===== config.mk =====
export PLATFORM = sky130hd
export DESIGN_NAME = stopwatch_ctrl
export DESIGN_NICKNAME = d
export VERILOG_FILES = /design/src/rtl/sw_ctrl_pkg.sv /design/src/rtl/sw_btn_decode.sv /design/src/rtl/sw_next_state.sv /design/src/rtl/sw_state_reg.sv /design/src/rtl/sw_out_decode.sv /design/src/rtl/stopwatch_ctrl.sv
export SDC_FILE = /design/constraint.sdc
export NUM_CORES = 1
export LEC_CHECK = 0
export BUFFER_PORTS_ARGS = -buffer_cell sky130_fd_sc_hd__buf_2
export CAP_MARGIN = 20
export CORE_AREA = 2 2 40 42
export CTS_BUF_LIST = sky130_fd_sc_hd__clkbuf_4
export DETAILED_ROUTE_END_ITERATION = 7
export DIE_AREA = 0 0 42 44
export GPL_ROUTABILITY_DRIVEN = 0
export MAX_ROUTING_LAYER = met4
export SYNTH_ARGS = -nofsm -noshare
export SYNTH_HDL_FRONTEND = slang
export SYNTH_SLANG_ARGS = --single-unit

===== constraint.sdc =====
create_clock -name clk -period 1.3 [get_ports clk]
set_input_delay 0.13 -clock clk [delete_from_list [all_inputs] [get_ports clk]]
set_output_delay 0.13 -clock clk [all_outputs]
set_load 0.02 [all_outputs]

===== src/rtl/sw_ctrl_pkg.sv =====
package sw_ctrl_pkg;

   localparam int SW_NUM_STATES = 14;
   localparam int SW_STATE_W    = $clog2(SW_NUM_STATES);

   // resting: STOPPED RUNNING CLEARED LAP_RUN LAP_STOP LAP_RESUMED
   // press-tracking: the remaining eight
   typedef enum logic [SW_STATE_W-1:0] {
      ST_STOPPED     = 4'd0,
      ST_GO_WAIT     = 4'd1,
      ST_RUNNING     = 4'd2,
      ST_HALT_WAIT   = 4'd3,
      ST_CLR_WAIT    = 4'd4,
      ST_CLEARED     = 4'd5,
      ST_LAP_ENTER   = 4'd6,
      ST_LAP_RUN     = 4'd7,
      ST_LAP_HALT    = 4'd8,
      ST_LAP_STOP    = 4'd9,
      ST_LAP_GO      = 4'd10,
      ST_LAP_RESUMED = 4'd11,
      ST_RET_RUN     = 4'd12,
      ST_RET_STOP    = 4'd13
   } sw_state_e;

   typedef struct packed {
      logic run;
      logic clear;
      logic latch;
   } sw_ctl_t;

   localparam sw_state_e SW_RESET_STATE = ST_CLR_WAIT;

endpackage


===== src/rtl/sw_btn_decode.sv =====
module sw_btn_decode #(
   parameter int ACTIVE_LOW = 1
) (
   input  logic start_btn,
   input  logic lap_btn,
   output logic start_pr,
   output logic lap_pr
);

   generate
      if (ACTIVE_LOW != 0) begin : g_low
         assign start_pr = ~start_btn;
         assign lap_pr   = ~lap_btn;
      end else begin : g_high
         assign start_pr = start_btn;
         assign lap_pr   = lap_btn;
      end
   endgenerate

endmodule


===== src/rtl/sw_next_state.sv =====
module sw_next_state
   import sw_ctrl_pkg::*;
(
   input  sw_state_e cur,
   input  logic      start_pr,
   input  logic      lap_pr,
   output sw_state_e nxt
);

   always_comb begin
      nxt = cur;
      case (cur)
         ST_STOPPED, ST_CLEARED: begin
            if (start_pr)    nxt = ST_GO_WAIT;
            else if (lap_pr) nxt = ST_CLR_WAIT;
         end
         ST_GO_WAIT:   if (!start_pr) nxt = ST_RUNNING;
         ST_RUNNING: begin
            if (start_pr)    nxt = ST_HALT_WAIT;
            else if (lap_pr) nxt = ST_LAP_ENTER;
         end
         ST_HALT_WAIT: if (!start_pr) nxt = ST_STOPPED;
         ST_CLR_WAIT:  if (!lap_pr)   nxt = ST_CLEARED;
         ST_LAP_ENTER: if (!lap_pr)   nxt = ST_LAP_RUN;
         ST_LAP_RUN, ST_LAP_RESUMED: begin
            if (start_pr)    nxt = ST_LAP_HALT;
            else if (lap_pr) nxt = ST_RET_RUN;
         end
         ST_LAP_HALT:  if (!start_pr) nxt = ST_LAP_STOP;
         ST_LAP_STOP: begin
            if (start_pr)    nxt = ST_LAP_GO;
            else if (lap_pr) nxt = ST_RET_STOP;
         end
         ST_LAP_GO:    if (!start_pr) nxt = ST_LAP_RESUMED;
         ST_RET_RUN:   if (!lap_pr)   nxt = ST_RUNNING;
         ST_RET_STOP:  if (!lap_pr)   nxt = ST_STOPPED;
         default:      nxt = SW_RESET_STATE;
      endcase
   end

endmodule


===== src/rtl/sw_state_reg.sv =====
module sw_state_reg
   import sw_ctrl_pkg::*;
#(
   parameter int ONE_HOT = 0
) (
   input  logic      clk,
   input  logic      rst,
   input  sw_state_e nxt,
   output sw_state_e cur
);

   generate
      if (ONE_HOT == 0) begin : g_bin
         sw_state_e st_q;
         always_ff @(posedge clk) begin
            if (rst) st_q <= SW_RESET_STATE;
            else     st_q <= nxt;
         end
         assign cur = st_q;
      end else begin : g_hot
         logic [SW_NUM_STATES-1:0] hot_q;
         logic [SW_NUM_STATES-1:0] hot_d;
         logic [SW_NUM_STATES-1:0] hot_rst;
         logic [SW_STATE_W-1:0]    idx;

         always_comb begin
            hot_d = '0;
            hot_d[nxt] = 1'b1;
            hot_rst = '0;
            hot_rst[SW_RESET_STATE] = 1'b1;
         end

         always_ff @(posedge clk) begin
            if (rst) hot_q <= hot_rst;
            else     hot_q <= hot_d;
         end

         always_comb begin
            idx = '0;
            for (int i = 0; i < SW_NUM_STATES; i++) begin
               if (hot_q[i]) idx = idx | SW_STATE_W'(i);
            end
         end
         assign cur = sw_state_e'(idx);
      end
   endgenerate

endmodule


===== src/rtl/sw_out_decode.sv =====
module sw_out_decode
   import sw_ctrl_pkg::*;
(
   input  sw_state_e cur,
   output sw_ctl_t   ctl
);

   always_comb begin
      ctl = '0;
      case (cur)
         ST_GO_WAIT, ST_RUNNING, ST_RET_RUN:          ctl.run = 1'b1;
         ST_CLR_WAIT:                                 ctl.clear = 1'b1;
         ST_LAP_ENTER, ST_LAP_RUN, ST_LAP_GO,
         ST_LAP_RESUMED: begin
            ctl.run   = 1'b1;
            ctl.latch = 1'b1;
         end
         ST_LAP_HALT, ST_LAP_STOP:                    ctl.latch = 1'b1;
         default:                                     ctl = '0;
      endcase
   end

endmodule


===== src/rtl/stopwatch_ctrl.sv =====
module stopwatch_ctrl
   import sw_ctrl_pkg::*;
#(
   parameter int STATE_ENC      = 0,
   parameter int BTN_ACTIVE_LOW = 1
) (
   input  logic clk,
   input  logic rst,
   input  logic start_n,
   input  logic lap_n,
   output logic run,
   output logic clear,
   output logic latch
);

   initial begin : p_param_chk
      if (STATE_ENC < 0 || STATE_ENC > 1)
         $fatal(1, "stopwatch_ctrl: STATE_ENC must be 0 or 1");
      if (BTN_ACTIVE_LOW < 0 || BTN_ACTIVE_LOW > 1)
         $fatal(1, "stopwatch_ctrl: BTN_ACTIVE_LOW must be 0 or 1");
   end

   logic      start_pr;
   logic      lap_pr;
   sw_state_e cur;
   sw_state_e nxt;
   sw_ctl_t   ctl;

   sw_btn_decode #(.ACTIVE_LOW(BTN_ACTIVE_LOW)) u_btn (
      .start_btn (start_n),
      .lap_btn   (lap_n),
      .start_pr  (start_pr),
      .lap_pr    (lap_pr)
   );

   sw_next_state u_nxt (
      .cur      (cur),
      .start_pr (start_pr),
      .lap_pr   (lap_pr),
      .nxt      (nxt)
   );

   sw_state_reg #(.ONE_HOT(STATE_ENC)) u_reg (
      .clk (clk),
      .rst (rst),
      .nxt (nxt),
      .cur (cur)
   );

   sw_out_decode u_out (
      .cur (cur),
      .ctl (ctl)
   );

   assign run   = ctl.run;
   assign clear = ctl.clear;
   assign latch = ctl.latch;

endmodule


# After elaboration in Yosys (flattened, before gate mapping)
# Cells that the tools add are included.
# classes
n_eq_ne	25
mux	20
n_reduce_logical	6
# ops
operator	count
4-bit two-way mux	16
4-bit one-hot mux with 12 select lines	1
4-bit == test, second input constant	6
4-bit by 3-bit == test with 1-bit output, second input constant	4
2-bit != test, second input constant	8
3-bit != test, second input constant	4
12-bit AND reduction	1
4-bit by 2-bit == test with 1-bit output, second input constant	2
7-bit OR reduction	1
6-bit OR reduction	1
4-bit by 1-bit == test with 1-bit output, second input constant	1
4-bit logical NOT	1
2-bit OR reduction	2
1-bit two-way mux	3
# totals
reg_bits	4
inputBits	4
output_inout_bits	3
wordCells	52

# Logic depth before layout (Yosys ltp)
# depth
word_depth	4
depth_mapped	5
mapped_depth_nobuf	4

# By module
# A second synthesis with hierarchy kept.
# unflattened
hier_cells	52
area_unflattened_um2	400.4
# by_module_without_submodules
mod	n_inst	cells_each	area_per_inst_um2	seq_area_each_um2
sw_next_state	1	32	229.0	0.0
sw_state_reg	1	8	105.1	80.1
sw_out_decode	1	10	58.8	0.0
sw_btn_decode	1	2	7.5	0.0

# Worst setup path after synthesis
# OpenSTA, ideal clock, no wires.
# synth_timing
path_type	register to register
startpoint	register u_reg.g_bin.st_q[2], in the netlist u_reg.cur[2]
endpoint	register u_reg.g_bin.st_q[0], in the netlist u_reg.cur[0]
setup_time_ns	0.086
arrival_time_ns	1.220
t_required_ns	1.214
path_slack_ns	-0.006
stages_incl_launch_ff	6
synth_period_minus_slack_ns	1.306
path_cell_list	dfxtp_1 buf_2 inv_1 nor4_1 a211oi_1 a211oi_1
# synth_via
elab_chain_len	4
word_cells_on_any_way	30
# synth_rtl
item	line	source
start, declared	sw_state_reg.sv:14	sw_state_e st_q;
start signal, assigned	sw_state_reg.sv:17	else st_q <= nxt;
4-bit by 3-bit == test with 1-bit output (tied with other cells)	sw_next_state.sv:12	case (cur)
2-bit OR reduction	sw_next_state.sv:12	
3-bit != test (no source line)	n/a	
12-bit AND reduction (no source line)	n/a	
# Parallel ways exist; a longest one is shown, timed or not.
# A chain may end at the register's enable or synchronous reset.

# Worst setup path after layout
# layout_timing
startpoint	register u_reg.g_bin.st_q[3], in the netlist u_reg.cur[3]
endpoint	register u_reg.g_bin.st_q[1], in the netlist u_reg.cur[1]
# Same word-level chain as after synthesis.

==> impl_metrics.toml <==
[run_status]
outcome = "finished with violations"
violations = "negative setup slack"

[floorplanning]
fp.dieH_um = 44
die_w_um = 42
core_mm2 = 0.001419
dieArea_mm2 = 0.001848
start_util_pct = 28.40
rows = 14
ios = 7

[finish]
fillers = 141
layout-drive-gt1-share_pct = 54.05
n_antenna_cell = 0
finalNetCount = 80
area_delta_synth_final_pct = 65.84
design_area_um2 = 668.1
multiInputGateArea_um2 = 360.3
regArea_um2 = 86.33
largest_register_ffs = 4

[setup_path]
cp.buffers_inverters = 0
crit_path_end_kind = "flip-flop"
path_cells = "xnor2_2 -> mux2_4 -> a211oi_1 -> a211oi_2"
max_stage_delay_ns = 0.37
crit_slowest_cell = "dfxtp_4"
cp_top_family = "compound AO/OA/AOI/OAI gates"
r2r-start = "u_reg.cur[3]"
critPathLaunchType = "flip-flop"
cp_data_required_time_ns = 1.40
cp_data_arrival_time_ns = 1.47
crit_cells = 4
critPathLaunch = "u_reg.cur[3]"
r2r_cells = 4
crit_type = "reg -> reg"
path_max_fanout = 7

[logic_synthesis]
synth_most_common_cell = "nand2_1"
yosysTopAreaCell = "dfxtp_1"
synth_edf_count = 0
netlist_instances = 55
synth_area_um2 = 402.9
seq_area_frac_synth_pct = 19.88
synth_area_leaders = "dfxtp_1, a211oi_1, nand2b_1"
yosysTopAreaCellShare_pct = 19.88
ys.warnings.count = 0
ys_seq_elements = 4
avgSynthCellArea_um2 = 7.325
synth_commonest_cells = "nand2_1, a211oi_1, nand2b_1, dfxtp_1, nor3_1"
async_flop_share_pct = 0
synth_ff_type = "dfxtp_1"
ys_types = 29
syn_nets = 59

[min_path]
hold_depth = 2
min_from = "rst"
hold_path_class = "in -> reg"

[sta]
tightest_slew_ns = 0.2682
min_period_over_period_pct = 105.4
clock.fmax_mhz = 730.0
fin_skew_ns = 0.003597
maxSlewHeadroom_pct = 81.98
fin_crit_ns = 1.370
setup_violations = 5
rsz0062_at_grt = "yes"
drv_slew = 0
timing.final.hold_violations = 0
layout_setup_ws_ns = -0.06992
final.setup.tns_ns = -0.1929

[cts]
cts_hold_buffers = 0
numCtsBuffers = 3
cts.clk_slew.worst_paths_ns = 0.04
worstSkewPairLatency_ns = 0.23
clock_tree.buffer_depth = 2
cts_root_buffer = "clkbuf_4"
cts_htree_levels = 1
tritoncts = "done"
clkSinkCount = 4

[place]
placed_cell_area_um2 = 495.5
hpwl_um = 747.9
port_buffers = 6

[grt]
grt_pass1_vias = 459
grt.total_usage_pct = 14.68
grt_pass1_wl_mm = 1.932
grt_remaining_overflow = 0
grt_max_degree = 12
antenna_found_initial = 0

[power_and_ir_drop]
irDropWorstVdd_mv = 0.8267
p_leak_nw = 0.3083
p_per_area_mw_per_mm2 = 1942

[drt]
routed-via-count = 478
ant_nets = 0
drc = 0
vias_per_cell = 5.311
routedWlPerCell_um = 13.44
wirelength_mm = 1.210
drtPass1Iterations = 3
drt_iter0_drc = 2

[job]
maxCapViolCount = 0
==> stage by stage <==
stage	total power (W)	util [%]	cells	hold slack (ns)	setup slack [ns]
6_report	0.001298	47.09	90	0.1255	-0.06992
2_1_floorplan	0.0006561	-	55	0.1991	0.01279
3_5_place_dp	0.0008483	34.92	79	0.3596	-0.1089
3_3_place_gp	0.0008371	34.92	79	0.3573	-0.08738
4_1_cts	0.001239	45.06	89	0.1185	-0.05120
5_1_grt	0.001392	47.09	90	0.1277	-0.1337
==> final cells by class <==
class,instances,area share (%)
multi-input combinational,44,53.93
timing repair buffer,20,25.09
sequential,4,12.92
clock buffer,3,3.371
tap,16,2.996
inverter,3,1.685
==> power breakdown <==
| part | leakage, nW | internal, W | total (W) | switching, W |
|---|---|---|---|---|
| clock network | 0.0138 | 0.000103 | 0.000148 | 0.0000455 |
| logic | 0.261 | 0.000499 | 0.000935 | 0.000436 |
| registers | 0.0338 | 0.000167 | 0.000215 | 0.0000478 |
==> worst paths after layout <==
| path | endpoint | slack (ns) |
|---|---|---|
| min reg2reg | u_reg.cur[3] | 0.52 |
| max | u_reg.cur[1] | -0.07 |
| max reg2reg | u_reg.cur[1] | -0.07 |
| min | u_reg.cur[0] | 0.13 |
==> cells by family (layout without fill, tap and decap cells) <==
| group | count (synthesis) | count (layout) | synth area share (%) |
|---|---|---|---|
| AND/OR/NAND/NOR | 24 | 24 | 31.37 |
| multiplexers | 2 | 2 | 6.210 |
| buffers and inverters | 7 | 26 | 8.074 |
| AO/OA/AOI/OAI | 16 | 16 | 30.13 |
| flip-flops | 4 | 4 | 19.88 |
| XOR/XNOR | 2 | 2 | 4.349 |
==> layout by cell type (no fill, tap or decap), types with 2 or more instances in the layout <==
cell / n
buf_4: 12
buf_2: 4
nand2_1: 6
o21a_1: 2
buf_6: 2
dfxtp_2: 2
nor3_1: 3
nand2b_1: 3
nand2b_4: 2
inv_1: 3
a211oi_2: 4
clkbuf_4: 3
a2bb2oi_1: 2
==> routing by layer <==
| layer | GRT usage, % | share of wire (%) |
|---|---|---|
| met5 | - | 0 |
| met3 | 2.500 | 2.0 |
| met1 | 15.67 | 43 |
| met2 | 25.00 | 54 |
| met4 | 9.677 | 0.74 |
==> timing repair <==
action | 4_1_cts | 5_1_grt
pin swaps | 1 | 1
endpoints found under the setup margin | 5 | 6
resized for setup | 17 | 5
buffers inserted | 7 | 1
hold endpoints to repair | 0 | 0
(Power assumes the default switching activity.)
